<file path="src/rtl/vrps_pkg.sv">
package vrps_pkg;

  localparam int BYTE_W = 8;
  localparam int TYPE_W = 3;

  localparam logic [TYPE_W-1:0] CMD_SET_VID = 3'd1;
  localparam logic [TYPE_W-1:0] CMD_SET_PS  = 3'd2;

  localparam logic [1:0] ACK_DONE   = 2'b00;
  localparam logic [1:0] ACK_REFUSE = 2'b11;

  typedef enum logic [1:0] {
    PS_FULL   = 2'd0,
    PS_LIGHT  = 2'd1,
    PS_VLIGHT = 2'd2
  } pstate_e;

  // strobes from control to datapath
  typedef struct packed {
    logic              cmdSeen;
    logic              refuse;
    logic              loadPs;
    logic              loadVid;
    logic              forceFull;
    pstate_e           nextPs;
    logic [BYTE_W-1:0] nextVid;
  } ctrlStrb_t;

endpackage

</file>
<file path="src/rtl/vrps_ctrl.sv">
module vrps_ctrl
  import vrps_pkg::*;
#(
  parameter logic [1:0] LOW_PS_MASK = 2'b11
) (
  input  logic              cmdValid,
  input  logic [TYPE_W-1:0] cmdType,
  input  logic [BYTE_W-1:0] cmdByte,
  input  pstate_e           curPs,
  input  logic [BYTE_W-1:0] curVid,
  output ctrlStrb_t         strb
);

  localparam int NUM_LOW = 2;

  // support table indexed by the low two payload bits
  logic [3:0] stateOk;
  assign stateOk[0] = 1'b1;
  assign stateOk[3] = 1'b0;
  for (genvar g = 1; g <= NUM_LOW; g++) begin : g_support
    assign stateOk[g] = LOW_PS_MASK[g-1];
  end

  logic psAllowed;
  assign psAllowed = (cmdByte[BYTE_W-1:2] == '0) && stateOk[cmdByte[1:0]];

  logic vidRaise;
  assign vidRaise = cmdByte > curVid;

  always_comb begin
    strb           = '0;
    strb.nextPs    = curPs;
    strb.nextVid   = curVid;
    if (cmdValid) begin
      strb.cmdSeen = 1'b1;
      case (cmdType)
        CMD_SET_PS: begin
          if (psAllowed) begin
            strb.loadPs = 1'b1;
            strb.nextPs = pstate_e'(cmdByte[1:0]);
          end else begin
            strb.refuse = 1'b1;
          end
        end
        CMD_SET_VID: begin
          strb.loadVid = 1'b1;
          strb.nextVid = cmdByte;
          if (vidRaise && (curPs != PS_FULL)) begin
            strb.forceFull = 1'b1;
            strb.nextPs    = PS_FULL;
          end
        end
        default: strb.refuse = 1'b1;
      endcase
    end
  end

endmodule

</file>
<file path="src/rtl/vrps_datapath.sv">
module vrps_datapath
  import vrps_pkg::*;
(
  input  logic              clk,
  input  logic              rst_n,
  input  ctrlStrb_t         strb,
  output pstate_e           curPs,
  output logic [BYTE_W-1:0] curVid,
  output logic              ackValid,
  output logic [1:0]        ackCode,
  output logic              phaseShedEn,
  output logic              pulseSkipEn,
  output logic              slewDone
);

  pstate_e           psReg;
  logic [BYTE_W-1:0] vidTarget;
  logic [BYTE_W-1:0] vidActual;

  always_ff @(posedge clk) begin
    if (!rst_n) begin
      psReg <= PS_FULL;
    end else if (strb.loadPs || strb.forceFull) begin
      psReg <= strb.nextPs;
    end
  end

  always_ff @(posedge clk) begin
    if (!rst_n) begin
      vidTarget <= '0;
    end else if (strb.loadVid) begin
      vidTarget <= strb.nextVid;
    end
  end

  // slew model: one code per clock toward the target
  always_ff @(posedge clk) begin
    if (!rst_n) begin
      vidActual <= '0;
    end else if (vidActual < vidTarget) begin
      vidActual <= vidActual + 1'b1;
    end else if (vidActual > vidTarget) begin
      vidActual <= vidActual - 1'b1;
    end
  end

  always_ff @(posedge clk) begin
    if (!rst_n) begin
      ackValid <= 1'b0;
      ackCode  <= ACK_DONE;
    end else begin
      ackValid <= strb.cmdSeen;
      if (strb.cmdSeen) begin
        ackCode <= strb.refuse ? ACK_REFUSE : ACK_DONE;
      end
    end
  end

  assign curPs       = psReg;
  assign curVid      = vidTarget;
  assign phaseShedEn = (psReg == PS_LIGHT);
  assign pulseSkipEn = (psReg == PS_VLIGHT);
  assign slewDone    = (vidActual == vidTarget);


  enables_exclusive_chk: assert property (@(posedge clk) disable iff (!rst_n)
    !(phaseShedEn && pulseSkipEn));


  refuse_holds_state_chk: assert property (@(posedge clk) disable iff (!rst_n)
    strb.refuse |=> ($stable(psReg) && $stable(vidTarget)));


  raise_forces_full_chk: assert property (@(posedge clk) disable iff (!rst_n)
    strb.forceFull |=> (psReg == PS_FULL));


  no_self_lowpower_chk: assert property (@(posedge clk) disable iff (!rst_n)
    !strb.loadPs |=> (psReg == PS_FULL || $stable(psReg)));


  slew_step_up_chk: assert property (@(posedge clk) disable iff (!rst_n)
    (vidActual < vidTarget) |=> (vidActual == $past(vidActual) + 1'b1));

endmodule

</file>
<file path="src/rtl/vr_pstate_handler.sv">
module vr_pstate_handler
  import vrps_pkg::*;
#(
  parameter logic [1:0] LOW_PS_MASK = 2'b11
) (
  input  logic        clk,
  input  logic        rst_n,
  input  logic        cmdValid,
  input  logic [2:0]  cmdType,
  input  logic [7:0]  cmdByte,
  output logic        ackValid,
  output logic [1:0]  ackCode,
  output logic [1:0]  powerState,
  output logic [7:0]  vidCode,
  output logic        phaseShedEn,
  output logic        pulseSkipEn,
  output logic        slewDone
);

  ctrlStrb_t         strb;
  pstate_e           curPs;
  logic [BYTE_W-1:0] curVid;

  vrps_ctrl #(
    .LOW_PS_MASK(LOW_PS_MASK)
  ) i_ctrl (
    .cmdValid(cmdValid),
    .cmdType (cmdType),
    .cmdByte (cmdByte),
    .curPs   (curPs),
    .curVid  (curVid),
    .strb    (strb)
  );

  vrps_datapath i_datapath (
    .clk        (clk),
    .rst_n      (rst_n),
    .strb       (strb),
    .curPs      (curPs),
    .curVid     (curVid),
    .ackValid   (ackValid),
    .ackCode    (ackCode),
    .phaseShedEn(phaseShedEn),
    .pulseSkipEn(pulseSkipEn),
    .slewDone   (slewDone)
  );

  assign powerState = curPs;
  assign vidCode    = curVid;


  ack_follows_cmd_chk: assert property (@(posedge clk) disable iff (!rst_n)
    cmdValid |=> ackValid);


  no_spurious_ack_chk: assert property (@(posedge clk) disable iff (!rst_n)
    !cmdValid |=> !ackValid);

endmodule

</file>
<file path="config.mk">
export PLATFORM = sky130hd
export DESIGN_NAME = vr_pstate_handler
export DESIGN_NICKNAME = d
export VERILOG_FILES = /design/src/rtl/vrps_pkg.sv /design/src/rtl/vrps_ctrl.sv /design/src/rtl/vrps_datapath.sv /design/src/rtl/vr_pstate_handler.sv
export SDC_FILE = /design/constraint.sdc
export NUM_CORES = 1
export LEC_CHECK = 0
export BUFFER_PORTS_ARGS = -buffer_cell sky130_fd_sc_hd__buf_4
export CORE_MARGIN = 3
export CORE_UTILIZATION = 30
export DETAILED_ROUTE_END_ITERATION = 16
export HOLD_SLACK_MARGIN = 0.08
export SLEW_MARGIN = 15
export SYNTH_ARGS = -nofsm -noshare
export SYNTH_HDL_FRONTEND = slang
export SYNTH_SLANG_ARGS = --single-unit
</file>
<file path="constraint.sdc">
create_clock -name clk -period 3.9 [get_ports clk]
set_input_delay 0.78 -clock clk [delete_from_list [all_inputs] [get_ports clk]]
set_output_delay 0.78 -clock clk [all_outputs]
set_load 0.005 [all_outputs]
</file>
==> run summary <==
The data required time of the worst path is 4060 ps. In this run, post-CTS hold repair placed 0 buffers. The footprint of the multi-input gates came out at 0.00102 mm². The total DRC errors in the routed layout is 0. The number of I/O pins came out at 30. The sequential share of the synthesized area is 0.270. Leaving out fill and tap cells, the most frequent cell in the layout is sky130_fd_sc_hd__buf_4. The setup slack of the worst register-to-register path is ~530 ps. The overall via count from detail_route came out at 1282. The clock tree buffer depth is 2.

The number of nets handed over by synthesis was 210. The worst setup path is captured at a register. The reg-to-reg endpoint is i_datapath.vidActual[6]$_SDFFE_PN0P_.

The post-route minimum period came out at 3370 ps. The most prevalent standard cell on the critical path is sky130_fd_sc_hd__inv_1. The number of sinks driven by the clock tree is 20. The count of non-filler cells in the finished layout is approximately 270. The floorplan has 24 rows. The first global-routing pass estimated 5800 µm of wire. The post-CTS setup buffer count came out at 0.

The power per cell area came out at 752 mW/mm². In the global route stage, overall resource usage came out at 0.120. The area of the placeable core came out at 0.00456 mm². The clock latency of the later-clocked register in the worst-skew pair came out at 260 ps. In this run the mean area of a mapped cell was 8.58 µm².

The number of inserted diodes is 0. Based on the critical path, the design can be clocked at up to roughly 300 MHz. The CTS H-tree depth is 1. The startpoint of the worst register-to-register path is i_datapath.curVid[2]$_SDFFE_PN0P_. The leakage component of the power came out at between 0.7 and 0.8 nW. The placed wire-length estimate after detailed placement came out at 2660 µm. The clock tree root buffer cell is sky130_fd_sc_hd__clkbuf_8. The register area came out at around 400 µm². The number of antenna violations at the first check in global routing is 0. The count of final setup violators came out at 0. The layout overhead on the synthesized area is 22.5%.

The terminating pin of the worst hold path is i_datapath.curVid[5]$_SDFFE_PN0P_. Counting distinct cell types in the post-synthesis netlist gives 40. The final-report hold violation count was 0.

The depth of the most critical reg-to-reg path is 12. The share of the clock period used by the worst path after layout is 0.864. The final weighted congestion in routability-driven placement is 0.804. The top cell types in the final layout, fill and taps aside, are sky130_fd_sc_hd__buf_4, sky130_fd_sc_hd__nand2_1, sky130_fd_sc_hd__ha_1.

The maximum vdd ir drop is 0.326 mV. After detailed placement, the total cell area comes to ~0.0018 mm². The post-synthesis sequential element count came out at 20. The initial core utilization came out at 0.325. Summing every instance area after synthesis gives 0.00149 mm². The clock tree from TritonCTS is built. The class of the tightest hold or removal check is reg2reg.

The detail-routed via count per cell came out at 4.80. The die boundary height came out at 76.4 µm. The overall power of the completed layout came out at roughly 1.4 mW. The fill cell instance count of the final layout is 507. The number of global-route vias before repair was 1265.

The maximum number of pins on one net before global-route repair came out at 24. The remaining global-route overflow is 0. The total iterations of the first detailed-routing run came out at 4.

The die is ~76 µm wide. The instance count after placement with tap cells included came out at 263. For this run, the post-layout net count is 240. The share of layout cells above drive strength 1 is 0.178.

The slew at the pin with the worst max-slew slack came out at 519 ps. The number of clock buffers inserted by TritonCTS is 3. The arrival time at the worst endpoint came out at 3530 ps. The post-route cell area came out at approximately 0.0018 mm². The worst-case clock skew is slightly above 4 ps. The slowest stage of the critical path is the sky130_fd_sc_hd__fa_1 cell. The die covers 0.00583 mm². Summed over all layers, the routed wires come to 3370 µm. The startpoint identified for the worst hold timing path is i_datapath.curVid[5]$_SDFFE_PN0P_. Max-cap violations in this run came to 0. The clock transition at the registers of the reported paths is 80 ps. The violation count after the first detailed-routing iteration is 76. The post-route setup TNS came out at 0 ps.

The worst setup path is launched from a register. The instance count of the mapped netlist is 173. The cell depth of the worst min-delay path came out at 2. The average wire per cell in the routed design came out at 12.6 µm. The largest single stage delay on the critical path is around 470 ps. The total number of yosys warnings is 0. The number of pins exceeding their max-slew limit in the final report is 0. The worst slew margin relative to its limit came out at 0.653. The remaining number of nets flagged by the antenna check after routing is 0.

The critical path goes through inv_1, ha_1, and3_1, a221o_1, a21oi_1, inv_1, fa_1, a211oi_1, nor3_1, or3b_2, mux2i_1, nor2b_1. Setup repair after global routing left no endpoint under its margin. By startpoint and endpoint, the worst setup path is classified as reg2reg. The flow ran to the end, and the final reports show no timing, DRC or antenna violations. Once the clock tree was built, the resizer swapped 0 gates to a different size. The fraction of the core area covered by cells at the end of the flow came out at 0.399.

The count of buffers inserted at the top-level ports is 29. The largest fanout on the critical path is 9.
synth_stat cells (all sizes together):
library cell | count | area [µm²]
mux2i | 5 | 50.1
o2111ai | 2 | 17.5
clkbuf | 2 | 7.51
nor4 | 1 | 6.26
o22ai | 1 | 6.26
and4 | 1 | 8.76
and3 | 3 | 18.8
o21ai | 7 | 46.3
o21a | 1 | 7.51
nand4b | 1 | 8.76
dfxtp | 20 | 400
nor2 | 1 | 3.75
o211a | 1 | 10.0
a22oi | 1 | 7.51
xor2 | 1 | 8.76
or3b | 2 | 17.5
fa | 1 | 20.0
a21o | 3 | 22.5
nand2b | 2 | 12.5
a221o | 1 | 10.0
nand3 | 2 | 10.0
xnor2 | 4 | 35.0
inv | 13 | 48.8
buf | 2 | 12.5
and2 | 3 | 18.8
a21boi | 8 | 60.1
nor3 | 1 | 5.00
nand4 | 5 | 31.3
nand2 | 25 | 93.8
nor4bb | 1 | 10.0
a211oi | 3 | 22.5
o221ai | 1 | 8.76
a21oi | 10 | 50.1
nor2b | 9 | 56.3
nor3b | 2 | 15.0
o2111a | 1 | 11.3
ha | 22 | 275
o211ai | 4 | 30.0
registers in the layout, summed over array words and instances, names as in the netlist:
| name | count |
|---|---|
| i_datapath.ackCode | 1 |
| i_datapath.ackValid | 1 |
| i_datapath.curPs | 2 |
| i_datapath.curVid | 8 |
| i_datapath.vidActual | 8 |
per-layer routing:
| metal | share of wire | track usage | up-vias |
|---|---|---|---|
| li1 | - | - | 685 |
| met1 | 0.51 | 0.168 | 573 |
| met2 | 0.44 | 0.184 | 24 |
| met3 | 0.043 | 0.0307 | 0 |
| met4 | 0 | 0.0236 | 0 |
| met5 | 0 | 0 | - |
layout make-up:
cell class | instances | share of cell area
Multi-Input combinational cell | 136 | 0.558
Sequential cell | 20 | 0.220
Timing Repair Buffer | 29 | 0.120
Tap cell | 65 | 0.0447
Clock buffer | 4 | 0.0303
Inverter | 13 | 0.0268
cells by family (layout without fill, tap and decap cells):
kind of cell               Yosys count  after routing  share of synthesized area
buffers and inverters               17             46                     0.0463
adders and majority gates           23             23                      0.199
DFF                                 20             20                      0.270
and+or+nand+nor                     59             59                      0.213
xor gates and xnor gates             5              5                     0.0295
AOI/OAI and AO/OA                   44             44                      0.209
muxes                                5              5                     0.0337
report_power, final:
part	switching [mW]	internal, mW
Combinational	0.477	0.442
Sequential	0.0400	0.249
Clock	0.0705	0.0899
critical path: cells and delay by family, from the launching register on:
kind            cells  cell delay [ps]
compound gates      3              910
mux                 1              140
fa+ha+maj           2              780
flops               1              350
buf+inv             2              290
simple gates        4              810
worst max path at each step:
stage | from | to | slack (ps) | cells past startpoint
2_1_floorplan | i_datapath.curVid[2]$_SDFFE_PN0P_ | i_datapath.vidActual[6]$_SDFFE_PN0P_ | 770 | 12
3_3_place_gp | i_datapath.curVid[2]$_SDFFE_PN0P_ | i_datapath.vidActual[6]$_SDFFE_PN0P_ | 620 | 12
3_5_place_dp | i_datapath.curVid[2]$_SDFFE_PN0P_ | i_datapath.vidActual[6]$_SDFFE_PN0P_ | 530 | 12
4_1_cts | i_datapath.curVid[2]$_SDFFE_PN0P_ | i_datapath.vidActual[6]$_SDFFE_PN0P_ | 500 | 12
5_1_grt | i_datapath.curVid[1]$_SDFFE_PN0P_ | i_datapath.vidActual[6]$_SDFFE_PN0P_ | 240 | 12
6_report | i_datapath.curVid[2]$_SDFFE_PN0P_ | i_datapath.vidActual[6]$_SDFFE_PN0P_ | 530 | 12
per-stage QoR:
step	setup WS, ps	hold slack (ps)
finish	531	484
global route	239	508
CTS	501	488
detailed placement	525	474
global placement	622	467
floorplan	768	473
Power figures use the tool's default switching activity.
